<file path="src/rtl/sram_strobe_pkg.sv">
package sram_strobe_pkg;

    typedef enum logic [2:0] {
        PH_IDLE   = 3'd0,
        PH_WSET   = 3'd1,
        PH_WPULSE = 3'd2,
        PH_WREC   = 3'd3,
        PH_RACC   = 3'd4,
        PH_RTURN  = 3'd5
    } phase_t;

    typedef struct packed {
        logic cs_n;
        logic we_n;
        logic oe_n;
        logic drive;
    } pins_t;

    localparam pins_t PINS_REST = '{cs_n: 1'b1, we_n: 1'b1, oe_n: 1'b1, drive: 1'b0};

    // Pin levels held during each phase.
    function automatic pins_t pins_for(input phase_t ph);
        pins_t p;
        p = PINS_REST;
        case (ph)
            PH_WSET: begin
                p.cs_n  = 1'b0;
                p.drive = 1'b1;
            end
            PH_WPULSE: begin
                p.cs_n  = 1'b0;
                p.we_n  = 1'b0;
                p.drive = 1'b1;
            end
            PH_WREC: begin
                p.cs_n  = 1'b0;
                p.drive = 1'b1;
            end
            PH_RACC: begin
                p.cs_n  = 1'b0;
                p.oe_n  = 1'b0;
            end
            default: p = PINS_REST;
        endcase
        return p;
    endfunction

    // Phase that follows the given one once its count runs out.
    function automatic phase_t phase_after(input phase_t ph);
        phase_t n;
        case (ph)
            PH_WSET:   n = PH_WPULSE;
            PH_WPULSE: n = PH_WREC;
            PH_RACC:   n = PH_RTURN;
            default:   n = PH_IDLE;
        endcase
        return n;
    endfunction

    // Length of each phase in clock cycles.
    function automatic int unsigned phase_span(
        input phase_t      ph,
        input int unsigned wsu,
        input int unsigned wp,
        input int unsigned wr,
        input int unsigned rd,
        input int unsigned turn
    );
        int unsigned s;
        case (ph)
            PH_WSET:   s = wsu;
            PH_WPULSE: s = wp;
            PH_WREC:   s = wr;
            PH_RACC:   s = rd;
            PH_RTURN:  s = turn;
            default:   s = 1;
        endcase
        return s;
    endfunction

endpackage

</file>
<file path="src/rtl/sram_phase_seq.sv">
module sram_phase_seq
    import sram_strobe_pkg::*;
#(
    parameter int unsigned T_WSU  = 1,
    parameter int unsigned T_WP   = 4,
    parameter int unsigned T_WR   = 1,
    parameter int unsigned T_RD   = 6,
    parameter int unsigned T_TURN = 2
) (
    input  logic   clk,
    input  logic   rst,
    input  logic   req_valid,
    input  logic   req_write,
    output logic   idle,
    output logic   accept,
    output logic   capture,
    output phase_t phase_nxt
);
    localparam int unsigned M_A   = (T_WSU > T_WP) ? T_WSU : T_WP;
    localparam int unsigned M_B   = (T_WR > T_RD) ? T_WR : T_RD;
    localparam int unsigned M_C   = (M_A > M_B) ? M_A : M_B;
    localparam int unsigned T_MAX = (M_C > T_TURN) ? M_C : T_TURN;
    localparam int unsigned CNT_W = (T_MAX < 2) ? 1 : $clog2(T_MAX);

    phase_t             phase_q, phase_d;
    logic [CNT_W-1:0]   cnt_q, cnt_d;
    logic               last;

    function automatic logic [CNT_W-1:0] load_for(input phase_t ph);
        return CNT_W'(phase_span(ph, T_WSU, T_WP, T_WR, T_RD, T_TURN) - 1);
    endfunction

    assign last    = (cnt_q == '0);
    assign idle    = (phase_q == PH_IDLE);
    assign accept  = idle && req_valid;
    assign capture = (phase_q == PH_RACC) && last;

    always_comb begin
        phase_d = phase_q;
        cnt_d   = cnt_q;
        if (idle) begin
            if (req_valid) begin
                phase_d = req_write ? PH_WSET : PH_RACC;
                cnt_d   = load_for(phase_d);
            end
        end else if (last) begin
            phase_d = phase_after(phase_q);
            cnt_d   = load_for(phase_d);
        end else begin
            cnt_d = cnt_q - 1'b1;
        end
    end

    always_ff @(posedge clk) begin
        if (rst) begin
            phase_q <= PH_IDLE;
            cnt_q   <= '0;
        end else begin
            phase_q <= phase_d;
            cnt_q   <= cnt_d;
        end
    end

    assign phase_nxt = phase_d;

endmodule

</file>
<file path="src/rtl/sram_pin_drv.sv">
module sram_pin_drv
    import sram_strobe_pkg::*;
#(
    parameter int unsigned ADDR_W = 15,
    parameter int unsigned DATA_W = 8
) (
    input  logic              clk,
    input  logic              rst,
    input  logic              accept,
    input  logic [ADDR_W-1:0] req_addr,
    input  logic [DATA_W-1:0] req_wdata,
    input  phase_t            phase_nxt,
    output logic [ADDR_W-1:0] mem_addr,
    output logic              mem_cs_n,
    output logic              mem_we_n,
    output logic              mem_oe_n,
    output logic [DATA_W-1:0] mem_dq_out,
    output logic              mem_dq_oe
);
    pins_t             pins_q;
    logic [ADDR_W-1:0] addr_q;
    logic [DATA_W-1:0] wdata_q;

    // Strobes come from flops loaded with the next phase's levels, so the pins
    // switch cleanly on the clock edge at which the phase itself changes.
    always_ff @(posedge clk) begin
        if (rst) begin
            pins_q <= PINS_REST;
        end else begin
            pins_q <= pins_for(phase_nxt);
        end
    end

    always_ff @(posedge clk) begin
        if (rst) begin
            addr_q  <= '0;
            wdata_q <= '0;
        end else if (accept) begin
            addr_q  <= req_addr;
            wdata_q <= req_wdata;
        end
    end

    assign mem_addr   = addr_q;
    assign mem_cs_n   = pins_q.cs_n;
    assign mem_we_n   = pins_q.we_n;
    assign mem_oe_n   = pins_q.oe_n;
    assign mem_dq_out = wdata_q;
    assign mem_dq_oe  = pins_q.drive;

endmodule

</file>
<file path="src/rtl/sram_rd_capture.sv">
module sram_rd_capture #(
    parameter int unsigned DATA_W = 8
) (
    input  logic              clk,
    input  logic              rst,
    input  logic              capture,
    input  logic [DATA_W-1:0] mem_dq_in,
    output logic              rd_valid,
    output logic [DATA_W-1:0] rd_data
);
    always_ff @(posedge clk) begin
        if (rst) begin
            rd_valid <= 1'b0;
            rd_data  <= '0;
        end else begin
            rd_valid <= capture;
            if (capture) begin
                rd_data <= mem_dq_in;
            end
        end
    end

endmodule

</file>
<file path="src/rtl/sram_strobe_ctrl.sv">
module sram_strobe_ctrl
    import sram_strobe_pkg::*;
#(
    parameter int unsigned ADDR_W = 15,
    parameter int unsigned DATA_W = 8,
    parameter int unsigned T_WSU  = 1,
    parameter int unsigned T_WP   = 4,
    parameter int unsigned T_WR   = 1,
    parameter int unsigned T_RD   = 6,
    parameter int unsigned T_TURN = 2
) (
    input  logic              clk,
    input  logic              rst,
    input  logic              req_valid,
    output logic              req_ready,
    input  logic              req_write,
    input  logic [ADDR_W-1:0] req_addr,
    input  logic [DATA_W-1:0] req_wdata,
    output logic              rd_valid,
    output logic [DATA_W-1:0] rd_data,
    output logic [ADDR_W-1:0] mem_addr,
    output logic              mem_cs_n,
    output logic              mem_we_n,
    output logic              mem_oe_n,
    output logic [DATA_W-1:0] mem_dq_out,
    output logic              mem_dq_oe,
    input  logic [DATA_W-1:0] mem_dq_in
);
    logic   accept;
    logic   capture;
    phase_t phase_nxt;

    sram_phase_seq #(
        .T_WSU (T_WSU),
        .T_WP  (T_WP),
        .T_WR  (T_WR),
        .T_RD  (T_RD),
        .T_TURN(T_TURN)
    ) u_seq (
        .clk      (clk),
        .rst      (rst),
        .req_valid(req_valid),
        .req_write(req_write),
        .idle     (req_ready),
        .accept   (accept),
        .capture  (capture),
        .phase_nxt(phase_nxt)
    );

    sram_pin_drv #(
        .ADDR_W(ADDR_W),
        .DATA_W(DATA_W)
    ) u_pins (
        .clk       (clk),
        .rst       (rst),
        .accept    (accept),
        .req_addr  (req_addr),
        .req_wdata (req_wdata),
        .phase_nxt (phase_nxt),
        .mem_addr  (mem_addr),
        .mem_cs_n  (mem_cs_n),
        .mem_we_n  (mem_we_n),
        .mem_oe_n  (mem_oe_n),
        .mem_dq_out(mem_dq_out),
        .mem_dq_oe (mem_dq_oe)
    );

    sram_rd_capture #(
        .DATA_W(DATA_W)
    ) u_cap (
        .clk      (clk),
        .rst      (rst),
        .capture  (capture),
        .mem_dq_in(mem_dq_in),
        .rd_valid (rd_valid),
        .rd_data  (rd_data)
    );

endmodule

</file>
<file path="config.mk">
export PLATFORM = sky130hd
export DESIGN_NAME = sram_strobe_ctrl
export DESIGN_NICKNAME = d
export VERILOG_FILES = /design/src/rtl/sram_strobe_pkg.sv /design/src/rtl/sram_phase_seq.sv /design/src/rtl/sram_pin_drv.sv /design/src/rtl/sram_rd_capture.sv /design/src/rtl/sram_strobe_ctrl.sv
export SDC_FILE = /design/constraint.sdc
export NUM_CORES = 1
export LEC_CHECK = 0
export BUFFER_PORTS_ARGS = -buffer_cell sky130_fd_sc_hd__buf_2
export CORE_MARGIN = 3
export CORE_UTILIZATION = 35
export DETAILED_ROUTE_END_ITERATION = 8
export PLACE_DENSITY = 0.67
export RECOVER_POWER = 25
export SKIP_LAST_GASP = 1
export SYNTH_ARGS = -nofsm -noshare
export SYNTH_HDL_FRONTEND = slang
export SYNTH_SLANG_ARGS = --single-unit
</file>
<file path="constraint.sdc">
create_clock -name clk -period 1.8 [get_ports clk]
set_clock_uncertainty 0.05 [all_clocks]
set_input_delay 0 -clock clk [delete_from_list [all_inputs] [get_ports clk]]
set_output_delay 0 -clock clk [all_outputs]
set_load 0.02 [all_outputs]
</file>
Word level (Yosys, flattened, before mapping):

Index checks and enable logic that the tools add are counted.
W data, S select, Z words.

* register bits after elaboration: 42
* latch bits: 0
* RAM bits: 0
* memory bits (read-only): 0
* input port bits: 35
* output and inout bits: 37
* logic and storage cells: 53
* memories: 0

* add/sub/neg operators: 3
* multipliers: 0
* div/mod/pow operators: 0
* magnitude comparators: 0
* equality and inequality tests: 14
* shifts and indexed selects: 0
* mux-type cells: 20
* bitwise gates (word level): 0
* reduce and logical (&&, ||, !) cells: 6

Operators by type and width (count)
* $mux W3: 13
* $pmux W3 S3: 3
* $eq A3 B3 Y1 const B: 6
* $eq A3 B2 Y1 const B: 5
* $sub A3 B1 Y3 const B: 3
* $eq A3 B1 Y1 const B: 2
* $logic_not A3 Y1: 2
* $mux W1: 4
* $reduce_or A4 Y1: 1
* $reduce_or A3 Y1: 1
* $logic_and A1 B1 Y1: 2
* $ne A2 B2 Y1 const B: 1

Depth between registers and ports, before layout:

Gate-level depths: netlist of run 1.

* depth in word-level cells: 11
* depth in mapped cells: 8

By module:

From an unflattened synthesis of run 1, not the netlist that was laid out.

* cell total of the unflattened synthesis: 169
* area, all modules: 1696.6 µm²

By module, submodules not included
* sram_pin_drv: times used 1, cells each 86, area an instance 963.4 µm²
* sram_phase_seq: times used 1, cells each 55, area an instance 420.4 µm²
* sram_rd_capture: times used 1, cells each 28, area an instance 312.8 µm²

Worst setup path before layout of run 1:

No wires, ideal clock.

* kind: register -> register
* start point: register u_seq.cnt_q[2]
* end point: register u_seq.cnt_q[2]
* setup time: 0.086 ns
* arrival time: 1.750 ns
* required time: 1.664 ns
* slack: -0.085 ns
* cell stages (with the launch flop): 8
* path through: dfxtp_1 > nor3_2 > nand3_1 > clkbuf_1 > a21o_1 > ha_1 > o31a_1 > a211oi_1

* longest elaborated chain between the ends: 3

Ends and longest elaborated chain
* from (decl): line sram_phase_seq.sv:26 `logic [CNT_W-1:0] cnt_q, cnt_d;`
* from (signal assigned): line sram_phase_seq.sv:60 `cnt_q <= cnt_d;`
* $sub A3 B1 Y3 / $logic_not A3 Y1 (equally long branches): line sram_phase_seq.sv:50, sram_phase_seq.sv:33
* $mux W3 (*): line sram_phase_seq.sv:46 `end else if (last) begin`
* $mux W3 (*): line sram_phase_seq.sv:41 `if (idle) begin`

Mark *: on every way between the ends. The rest lies on a longest branch, timed or not.
A chain may end at the register's enable or synchronous reset.

Final worst setup path of run 1:

* start point: register u_seq.phase_q[1]
* end point: register u_seq.cnt_q[2]

* longest elaborated chain between the ends: 11

Ends and longest elaborated chain
* from (decl): line sram_phase_seq.sv:25 `phase_t phase_q, phase_d;`
* from (signal assigned): line sram_phase_seq.sv:59 `phase_q <= phase_d;`
* $eq A3 B3 Y1, or another cell as far along: line sram_strobe_pkg.sv:51 `case (ph)`
* $pmux W3 S3: line sram_strobe_pkg.sv:51
* $mux W3: line sram_phase_seq.sv:46
* $mux W3: line sram_phase_seq.sv:41
* $eq A3 B3 Y1 / $eq A3 B2 Y1 (equally long branches): line sram_strobe_pkg.sv:70 `case (ph)`
* $pmux W3 S3: line sram_strobe_pkg.sv:70
* $mux W3: line sram_phase_seq.sv:46
* $mux W3: line sram_phase_seq.sv:41
* $sub A3 B1 Y3: line sram_phase_seq.sv:30 `return CNT_W'(phase_span(ph, T_WSU, T_WP, T_WR, T_RD, T_TURN) - 1);`
* $mux W3: line sram_phase_seq.sv:46
* $mux W3: line sram_phase_seq.sv:41

Several ways; a longest one is shown, not always the timed one. The select of a mux whose other input is x is not followed.

==> metrics.md, run 1 <==
| Metric | Value |
|---|---|
| Status | finished clean |
| Row count | 24 |
| Top cells by area, synth | dfxtp_1 51%, nand2_1 16%, a21oi_1 12%, o21ai_0 2.1%, nor2_1 2.1% |
| CTS buffer count | 5 |
| RR Endpoint | u_seq.cnt_q[2] |
| Clock Tree Buf Depth | 2 |
| Synth top area share | 51.5% |
| Vias in the first global route | 1456 |
| Slew margin rel. | 50.1% |
| Worst min path class | primary input to flip-flop |
| DRT iter0 DRCs | 101 |
| Final hold slack | 0.00506 ns |
| Most frequent cells in the layout | 69 x nand2_1, 52 x buf_2, 38 x dfxtp_1, 37 x a21oi_1, 32 x dlygate4sd3_1 |
| Largest net degree at the start of global routing | 42 |
| Min Tclk post-route | 1.68 ns |
| RePlAce Congestion | 0.831 |
| Layout net count | 350 |
| Setup Crit Path Kind | flip-flop to flip-flop |
| Sequential share of power | 38.5% |
| Commonest non-fill, non-tap cell in the layout | nand2_1 |
| Least-Margin Pin Slew | 0.748 ns |
| Comb power frac | 43.6% |
| Root buffer selected by CTS | clkbuf_8 |
| Crit end category | flip-flop |
| Worst Hold Launch | req_write |
| Fill count | 425 |
| Mapped Area | 0.00163 mm² |
| Post-synthesis register bit count | 42 |
| Die Height | 74.3 µm |
| Routed wire length | 4460 µm |
| Design Area, Final | 0.00249 mm² |
| Setup-failing EPs final | 0 |
| RR Startpoint | u_seq.phase_q[1] |
| Netlist cell types | 28 |
| Setup_tns | 0 ns |
| Area growth, synth to finish | 52.3% |
| Via/cell ratio | 4.70 |
| R2R setup slack | 0.12 ns |
| Synth warn | 0 |
| Clock latency at the later pin of the worst-skew pair | 0.28 ns |
| Antenna violations before repair | 0 |
| Global route overflow | 0 |
| Slew Viols, Final | 0 |
| IO Pins | 72 |
| R2R depth | 6 |
| Highest net fanout along the worst path | 6 |
| H-tree depth | 2 |
| Overall Power | 3.27 mW |
| Mapped Nets | 241 |
| Final antenna-violating net count | 0 |
| Global-route wire length before repair | 6690 µm |
| Critical path arrival | 1.83 ns |
| Maxcap violations | 0 |
| DRT Pass-1 Iters | 4 |
| Starting density of the core | 36.7% |
| Via count | 1717 |
| Post-synth top area cell | dfxtp_1 |
| Fmax | 595 MHz |
| DIE AREA | 0.00552 mm² |
| Post-synthesis sequential area ratio | 51.5% |
| CTS clk-pin slew, worst paths | 0.07 ns |
| Global Route Usage Sum | 15.8% |
| Startpoint types | flip-flop |
| Maximum VDD drop | 0.000548 V |
| Mapped Cells | 205 |
| End of the critical path | u_seq.cnt_q[2] |
| P_int | 2.04 mW |
| Leak | 1.06 nW |
| Fin. Hold Viols | 0 |
| Crit share post-route | 93.3% |
| Die X | 74.3 µm |
| Placed cell areas | 0.00208 mm² |
| Fraction of power spent switching nets | 37.7% |
| # clock sinks | 42 |
| HPWL after detailed placement | 2720 µm |
| Syn avg cell area | 7.96 µm² |
| Required @ worst endpoint | 1.95 ns |
| RSZ-0062 raised after global routing | no |
| # diodes | 0 |
| Power density over the cells | 1320 mW/mm² |
| Switching pwr | 1.23 mW |
| Port bufs | 71 |
| Share of cells above drive strength 1 | 25.2% |
| Clock share of power | 17.9% |
| WL/cell | 12.2 µm |
| DRC violations left | 0 |
| CTS tree | built |
| Core area | 0.00444 mm² |
| Crit path launch | u_seq.phase_q[1] |
synth_stat cells (all sizes together):
master	instances
nand2	69
dfxtp	42
a21oi	38
nor2	9
clkbuf	8
o21ai	7
buf	6
and2	3
nor3	3
a211oi	2
a21o	2
nand2b	2
nand3b	2
or3	2
a31oi	1
and3	1
ha	1
nand3	1
nand4b	1
nor3b	1
o211ai	1
o31a	1
o41ai	1
or4	1
worst max-delay path: stages, from the launching register on:
cell	delay (ns)
dfxtp_2	0.36
nor3_4	0.26
or3_1	0.16
o41ai_1	0.08
ha_2	0.19
o31a_1	0.28
a211oi_1	0.21
worst min-delay path by stage:
stage,slack (ns),cells past startpoint,endpoint
2_1_floorplan,0.05,1,u_pins.mem_oe_n
3_3_place_gp,0.19,3,u_pins.mem_addr[11]
3_5_place_dp,0.20,3,u_pins.mem_addr[11]
4_1_cts,0.002,3,u_seq.phase_q[2]
5_1_grt,0.03,3,u_seq.phase_q[2]
6_report,0.005,3,u_seq.phase_q[2]
cells by family after synthesis:
family / Yosys count / synth area share (%)
simple gates: 95 / 25.6
compound gates: 53 / 17.5
flops: 42 / 51.5
buf+inv: 14 / 4.60
fa+ha+maj: 1 / 0.766
power groups by stage:
stage | Combinational (mW) | Sequential (mW) | Clock (mW)
after floorplan | 0.733 | 1.43 | 0
after global placement | 1.34 | 1.26 | 0
after detailed placement | 1.34 | 1.27 | 0
after CTS | 1.40 | 1.24 | 0.625
after global routing | 1.58 | 1.28 | 0.648
final | 1.43 | 1.26 | 0.586
timing repair:
action / CTS / global route
endpoints found under the hold margin: 32 / 0
gates resized for setup: 0 / 6
setup buffers: 0 / 2
setup endpoints to repair: 0 / 2
hold buffers: 32 / 0
per-stage QoR:
step	instances	utilization, %	setup WS (ns)
after global routing	365	56.0	0.00694
after global placement	325	46.8	0.0696
after CTS	363	55.9	0.00501
after detailed placement	325	46.8	0.0220
final	365	56.0	0.120
after floorplan	205	-	0.00231
sequential cells by signal (all words and copies together), names as in the netlist:
name	flops
u_pins.mem_addr	15
u_seq.cnt_q	3
u_cap.rd_valid	1
u_pins.mem_oe_n	1
u_pins.mem_dq_out	8
u_pins.mem_we_n	1
u_cap.rd_data	8
u_pins.mem_cs_n	1
u_pins.mem_dq_oe	1
u_seq.phase_q	3
layer usage:
metal  part of all wire, %  vias up  track usage, %
met5                     0        -               0
met4                  0.49        0            5.14
met3                   4.8        2            4.86
met2                    51       42            26.6
met1                    43      777            19.4
li1                      -      896               -
final cells by class:
| class | count | area [µm²] | share of cell area (%) |
|---|---|---|---|
| sequential | 42 | 848 | 34.1 |
| timing repair buffer | 116 | 762 | 30.6 |
| multi-input combinational | 149 | 729 | 29.3 |
| clock buffer | 6 | 82.6 | 3.32 |
| tap | 52 | 65.1 | 2.62 |
(Power assumes the default switching activity.)
==> run 2, diff against run 1 <==
--- a/config.mk
+++ b/config.mk
@@ -9,9 +9,11 @@
 export CORE_MARGIN = 3
 export CORE_UTILIZATION = 35
 export DETAILED_ROUTE_END_ITERATION = 8
-export PLACE_DENSITY = 0.67
+export PLACE_DENSITY = 0.66
 export RECOVER_POWER = 25
+export SETUP_SLACK_MARGIN = 0.02
 export SKIP_LAST_GASP = 1
 export SYNTH_ARGS = -nofsm -noshare
 export SYNTH_HDL_FRONTEND = slang
+export SYNTH_HIERARCHICAL = 1
 export SYNTH_SLANG_ARGS = --single-unit
==> metrics.md, run 2 <==
| Metric | Value |
|---|---|
| Via/cell ratio | 4.60 |
| Critical path arrival | 1.85 ns |
| Share of cells above drive strength 1 | 30.0% |
| Fill count | 401 |
| Required @ worst endpoint | 1.89 ns |
| Comb power frac | 45.5% |
| Slowest-stage cell, CP | or3_4 |
| Syn avg cell area | 10.0 µm² |
| Mapped Area | 0.00170 mm² |
| Crit path cell chain | or3_4 -> a21boi_2 -> o22ai_1 -> ha_2 -> xnor2_1 -> a211oi_1 -> nor4_1 |
| Clock Tree Buf Depth | 2 |
| Slowest stage delay, CP | 0.40 ns |
| Fraction of power spent switching nets | 35.0% |
| Sequential share of power | 34.1% |
| Layout net count | 318 |
| # clock sinks | 42 |
| IO Pins | 72 |
| Leak | 1.17 nW |
| Slew margin rel. | 52.1% |
| Core area | 0.00450 mm² |
| HPWL after detailed placement | 2600 µm |
| Status | finished clean |
| Least-Margin Pin Slew | 0.719 ns |
| RSZ-0062 raised after global routing | yes |
| Via count | 1541 |
| Main synth FF type | dfxtp_1 |
| Most frequent cells in the layout | 52 x buf_2, 40 x dfxtp_1, 38 x nor2_1, 32 x mux2i_1, 31 x dlygate4sd3_1 |
| Final antenna-violating net count | 0 |
| Most common cell in the netlist | dfxtp_1 |
| Crit-path leading delay family | simple AND/OR/NAND/NOR gates |
| Commonest non-fill, non-tap cell in the layout | buf_2 |
| Crit end category | flip-flop |
| Port bufs | 71 |
| Crit share post-route | 97.5% |
| Placed cell areas | 0.00213 mm² |
| Largest register FFs | 15 |
| RePlAce Congestion | 0.841 |
| Mapped Cells | 169 |
| Setup Crit Path Kind | flip-flop to flip-flop |
| CTS clk-pin slew, worst paths | 0.08 ns |
| Synth async-reset ratio | 0% |
| DRT iter0 DRCs | 44 |
| Worst min path class | primary input to flip-flop |
| Highest net fanout along the worst path | 3 |
| Slew Viols, Final | 0 |
| Design Area, Final | 0.00258 mm² |
| Top cells by area, synth | dfxtp_1 50%, mux2i_1 19%, nor2_1 8.4%, buf_12 2.4%, nor3_1 1.8% |
| CTS tree | built |
| CTS buffer count | 5 |
| Global route overflow | 0 |
| Clock share of power | 20.3% |
| Fmax | 570 MHz |
| P_int | 2.27 mW |
| Hold depth | 4 |
| Maxcap violations | 0 |
| Largest net degree at the start of global routing | 42 |
| # diodes | 0 |
| Vias in the first global route | 1469 |
| Row count | 24 |
| Starting density of the core | 37.7% |
| Routed wire length | 4240 µm |
| Post-synthesis register bit count | 42 |
| Post-synthesis sequential area ratio | 49.6% |
| DIE AREA | 0.00572 mm² |
| Die X | 75.6 µm |
| Netlist cell types | 36 |
| DRT Pass-1 Iters | 4 |
| Global-route wire length before repair | 6600 µm |
| Clock latency at the later pin of the worst-skew pair | 0.29 ns |
| WL/cell | 12.7 µm |
| Worst path buffer plus inverter count | 0 |
| Setup-failing EPs final | 0 |
| Maximum VDD drop | 0.000595 V |
| Startpoint types | flip-flop |
| Die Height | 75.6 µm |
| Post-synth top area cell | dfxtp_1 |
| Commonest cells post-synth | 42 x dfxtp_1, 38 x nor2_1, 32 x mux2i_1 |
| Area growth, synth to finish | 52.4% |
| R2R depth | 7 |
| Antenna violations before repair | 0 |
| Switching pwr | 1.22 mW |
| Root buffer selected by CTS | clkbuf_8 |
| Power density over the cells | 1350 mW/mm² |
| Mapped Nets | 205 |
| EDFF count, synth | 0 |
| Fin. Hold Viols | 0 |
| Min Tclk post-route | 1.75 ns |
| Synth top area share | 49.6% |
| DRC violations left | 0 |
| Global Route Usage Sum | 15.2% |
| Overall Power | 3.49 mW |
| H-tree depth | 2 |
| Stages on the worst setup path | 7 |
| Synth warn | 6 |
==> run 2: cell count changes in the layout (fill, tap and decap cells not counted), sizes merged, moves of 3 or more <==
| cell | change |
|---|---|
| a21oi | -36 |
| inv | +3 |
| mux2i | +32 |
| nand2 | -64 |
| nor2 | +29 |
| nor2b | +3 |
| nor3 | +3 |
| nor4 | +3 |
| o21ai | -4 |
==> run 2: cell type report <==
cell class / count / area (µm²) / area share, %
flip-flops and latches: 42 / 843 / 32.6
inverters: 3 / 11.3 / 0.436
well taps: 52 / 65.1 / 2.52
multi-input cells: 113 / 785 / 30.3
repair buffers: 117 / 774 / 30.0
clock inverters: 1 / 30.0 / 1.16
clock buffers: 7 / 76.3 / 2.95
==> run 2: path summary, 6_finish.rpt <==
kind                            slack (ns)                   end                  from
worst min register to register        0.44  u_pins/mem_dq_out[0]  u_pins/mem_dq_out[0]
worst min-delay path                  0.03        u_seq/cnt_q[0]             req_write
worst max register to register        0.05        u_seq/cnt_q[2]        u_seq/cnt_q[0]
worst max-delay path                  0.05        u_seq/cnt_q[2]        u_seq/cnt_q[0]
==> run 2: tightest hold or removal path, delay by kind of cell <==
family	cells	cell delay (ns)
buf+inv	1	0.14
compound gates	1	0.06
simple gates	2	0.12
==> run 2: per-stage QoR <==
step / cells / util [%] / worst slack, ns / hold slack, ns / TNS [ns]
after floorplan: 169 / - / 0.0203 / 0.0156 / 0
after CTS: 335 / 57.7 / 0.0168 / 0.0179 / 0
after global routing: 335 / 57.4 / -0.0307 / 0.0672 / -0.0540
final: 335 / 57.4 / 0.0456 / 0.0318 / 0
after global placement: 294 / 47.4 / 0.0412 / 0.181 / 0
after detailed placement: 294 / 47.4 / -0.0136 / 0.194 / -0.0136
==> run 2: timing repair <==
action	4_1_cts	5_1_grt
endpoints found under the setup margin	1	2
hold buffers	31	0
gates cloned	0	0
endpoints found under the hold margin	31	0
setup buffers	2	0
pin swaps	6	3
resized for setup	7	3
==> run 2: logic make-up after synthesis <==
family | Yosys count | share of synthesized area (%)
mux | 32 | 18.9
xor+xnor | 1 | 0.516
buf+inv | 14 | 6.34
fa+ha+maj | 1 | 0.737
simple gates | 65 | 18.1
compound gates | 14 | 5.83
flops | 42 | 49.6
==> run 2: power groups by stage <==
stage	registers [mW]	logic (mW)	clock network (mW)
final	1.19	1.59	0.710
after global routing	1.21	1.73	0.793
after CTS	1.19	1.59	0.747
after detailed placement	1.20	1.41	0
after global placement	1.20	1.41	0
after floorplan	1.39	0.847	0
==> run 2: per-layer routing <==
metal  GRT usage [%]  wire length [µm]  up-vias  share of wire (%)
li1                -                 -      804                  -
met1            18.7              1910      671                 45
met2            25.7              1970       60                 46
met3            4.49               313        6                7.4
met4            4.66                51        0                1.2
met5               0                 0        -                  0
==> run 3, diff against run 2 <==
==> constraint.sdc (replaced) <==
create_clock -name clk -period 1.8 [get_ports clk]
set_clock_uncertainty 0.05 [all_clocks]
set_input_delay 0.27 -clock clk [delete_from_list [all_inputs] [get_ports clk]]
set_output_delay 0.27 -clock clk [all_outputs]
set_load 0.02 [all_outputs]
==> metrics.md, run 3 (synthesis results as in run 2) <==
| Metric | Value |
|---|---|
| Hold-critical path endpoint | u_cap/rd_data[4] |
| Highest net fanout along the worst path | 4 |
| Design Area, Final | 0.00227 mm² |
| Startpoint types | flip-flop |
| P_int | 2.24 mW |
| Leak | 1.04 nW |
| Setup slack after layout | 0.0728 ns |
| Global route overflow | 0 |
| Fmax | 579 MHz |
| Most frequent cells in the layout | 52 x buf_2, 41 x dfxtp_1, 38 x nor2_1, 32 x mux2i_1, 19 x clkbuf_1 |
| Crit end category | flip-flop |
| Die Height | 75.6 µm |
| Port bufs | 71 |
| Share of cells above drive strength 1 | 33.5% |
| CTS tree | built |
| Power density over the cells | 1510 mW/mm² |
| Global Route Usage Sum | 12.8% |
| Global-route wire length before repair | 5540 µm |
| DP Worst Slack | 0.0198 ns |
| DRC violations left | 0 |
| Maxcap violations | 0 |
| Clock share of power | 21.7% |
| IO Pins | 72 |
| Setup Crit Path Kind | flip-flop to flip-flop |
| HPWL after detailed placement | 2760 µm |
| Via count | 1454 |
| Min Tclk post-route | 1.73 ns |
| Switching pwr | 1.18 mW |
| Post-cts hold buffer count | 0 |
| Placed cell count | 294 |
| DRT iter0 DRCs | 29 |
| Routed wire length | 3690 µm |
| Commonest non-fill, non-tap cell in the layout | buf_2 |
| RR Endpoint | u_seq/cnt_q[2] |
| Die X | 75.6 µm |
| Largest net degree at the start of global routing | 25 |
| Layout net count | 287 |
| Maximum VDD drop | 0.000704 V |
| Slowest-stage cell, CP | or3_4 |
| Clock Tree Buf Depth | 2 |
| RR Startpoint | u_seq/phase_q[1] |
| Crit path cell chain | or3_4 -> o311ai_2 -> o21ai_2 -> ha_2 -> xnor2_1 -> a211oi_1 -> nor4_1 |
| Fraction of power spent switching nets | 34.5% |
| RePlAce Congestion | 0.813 |
| Post-route insts no fill | 303 |
| Worst min path class | primary input to flip-flop |
| Worst Hold Launch | mem_dq_in[4] |
| Antenna violations before repair | 0 |
| Critical path arrival | 1.84 ns |
| Least-Margin Pin Slew | 0.441 ns |
| H-tree depth | 2 |
| Setup_tns | 0 ns |
| Vias in the first global route | 1294 |
| Comb power frac | 43.4% |
| Via/cell ratio | 4.80 |
| Largest register FFs | 15 |
| WL/cell | 12.2 µm |
| Crit share post-route | 96.0% |
| R2R setup slack | 0.07 ns |
| Fin. Hold Viols | 0 |
| # clock sinks | 42 |
| Clock latency at the later pin of the worst-skew pair | 0.28 ns |
| Slowest stage delay, CP | 0.42 ns |
| Status | finished clean |
| Sequential share of power | 34.9% |
| Placed cell areas | 0.00213 mm² |
| Area growth, synth to finish | 33.6% |
| Required @ worst endpoint | 1.91 ns |
| Starting density of the core | 37.7% |
| Setup-failing EPs final | 0 |
| # diodes | 0 |
| Core area | 0.00450 mm² |
| Slew margin rel. | 70.6% |
| Slew Viols, Final | 0 |
| Root buffer selected by CTS | clkbuf_8 |
| Final antenna-violating net count | 0 |
| CTS buffer count | 5 |
| Row count | 24 |
| Hold depth | 3 |
| R2R depth | 7 |
| CTS clk-pin slew, worst paths | 0.08 ns |
| DIE AREA | 0.00572 mm² |
| DRT Pass-1 Iters | 4 |
## run 3: critical path, delay by kind of cell, from the launching register on
kind | cells | cell delay (ns)
compound gates | 3 | 0.43
xor+xnor | 1 | 0.12
fa+ha+maj | 1 | 0.21
flops | 1 | 0.31
simple gates | 2 | 0.49
## run 3: metal layers
layer	wire length [µm]	part of all wire [%]	track usage [%]	vias to the layer above
met5	0	0	0	-
met4	40	1.1	4.66	0
met3	293	7.9	4.22	6
met2	1610	44	21.7	62
met1	1740	47	15.2	646
li1	-	-	-	740
## run 3: area by class of cell
cell class                      count  area [µm²]
Clock buffer                        6        82.6
Tap cell                           52        65.1
Timing Repair Buffer               86         464
Fill cell                         452        2240
Inverter                            3        11.3
Clock inverter                      1        30.0
Sequential cell                    42         842
Multi-Input combinational cell    113         771
## run 3: power groups by stage
| stage | Combinational, mW | Clock (mW) | Sequential [mW] |
|---|---|---|---|
| after floorplan | 0.847 | 0 | 1.39 |
| after global placement | 1.40 | 0 | 1.20 |
| after detailed placement | 1.41 | 0 | 1.21 |
| after CTS | 1.49 | 0.777 | 1.19 |
| after global routing | 1.62 | 0.800 | 1.21 |
| final | 1.48 | 0.740 | 1.19 |
## run 3: through the flow
stage | power, mW | hold slack [ns] | util (%)
2_1_floorplan | 2.24 | 0.286 | -
3_3_place_gp | 2.60 | 0.418 | 47.4
3_5_place_dp | 2.62 | 0.427 | 47.4
4_1_cts | 3.46 | 0.151 | 50.7
5_1_grt | 3.64 | 0.168 | 50.3
6_report | 3.41 | 0.167 | 50.3
## run 3: how the worst max path moves through the flow
stage | start | end | depth (start not counted)
6_report | u_seq/phase_q[1] | u_seq/cnt_q[2] | 7
3_3_place_gp | u_seq/phase_q[2] | u_seq/cnt_q[2] | 7
5_1_grt | u_seq/phase_q[1] | u_seq/cnt_q[2] | 8
2_1_floorplan | u_seq/phase_q[0] | u_seq/cnt_q[2] | 8
4_1_cts | u_seq/cnt_q[1] | u_seq/cnt_q[2] | 7
3_5_place_dp | u_seq/phase_q[2] | u_seq/cnt_q[2] | 7
## run 3: repair_timing
item | 4_1_cts | 5_1_grt
buffers inserted | 2 | 0
pin swaps | 4 | 4
endpoints found under the setup margin | 1 | 2
cloned | 0 | 0
resized for setup | 5 | 2
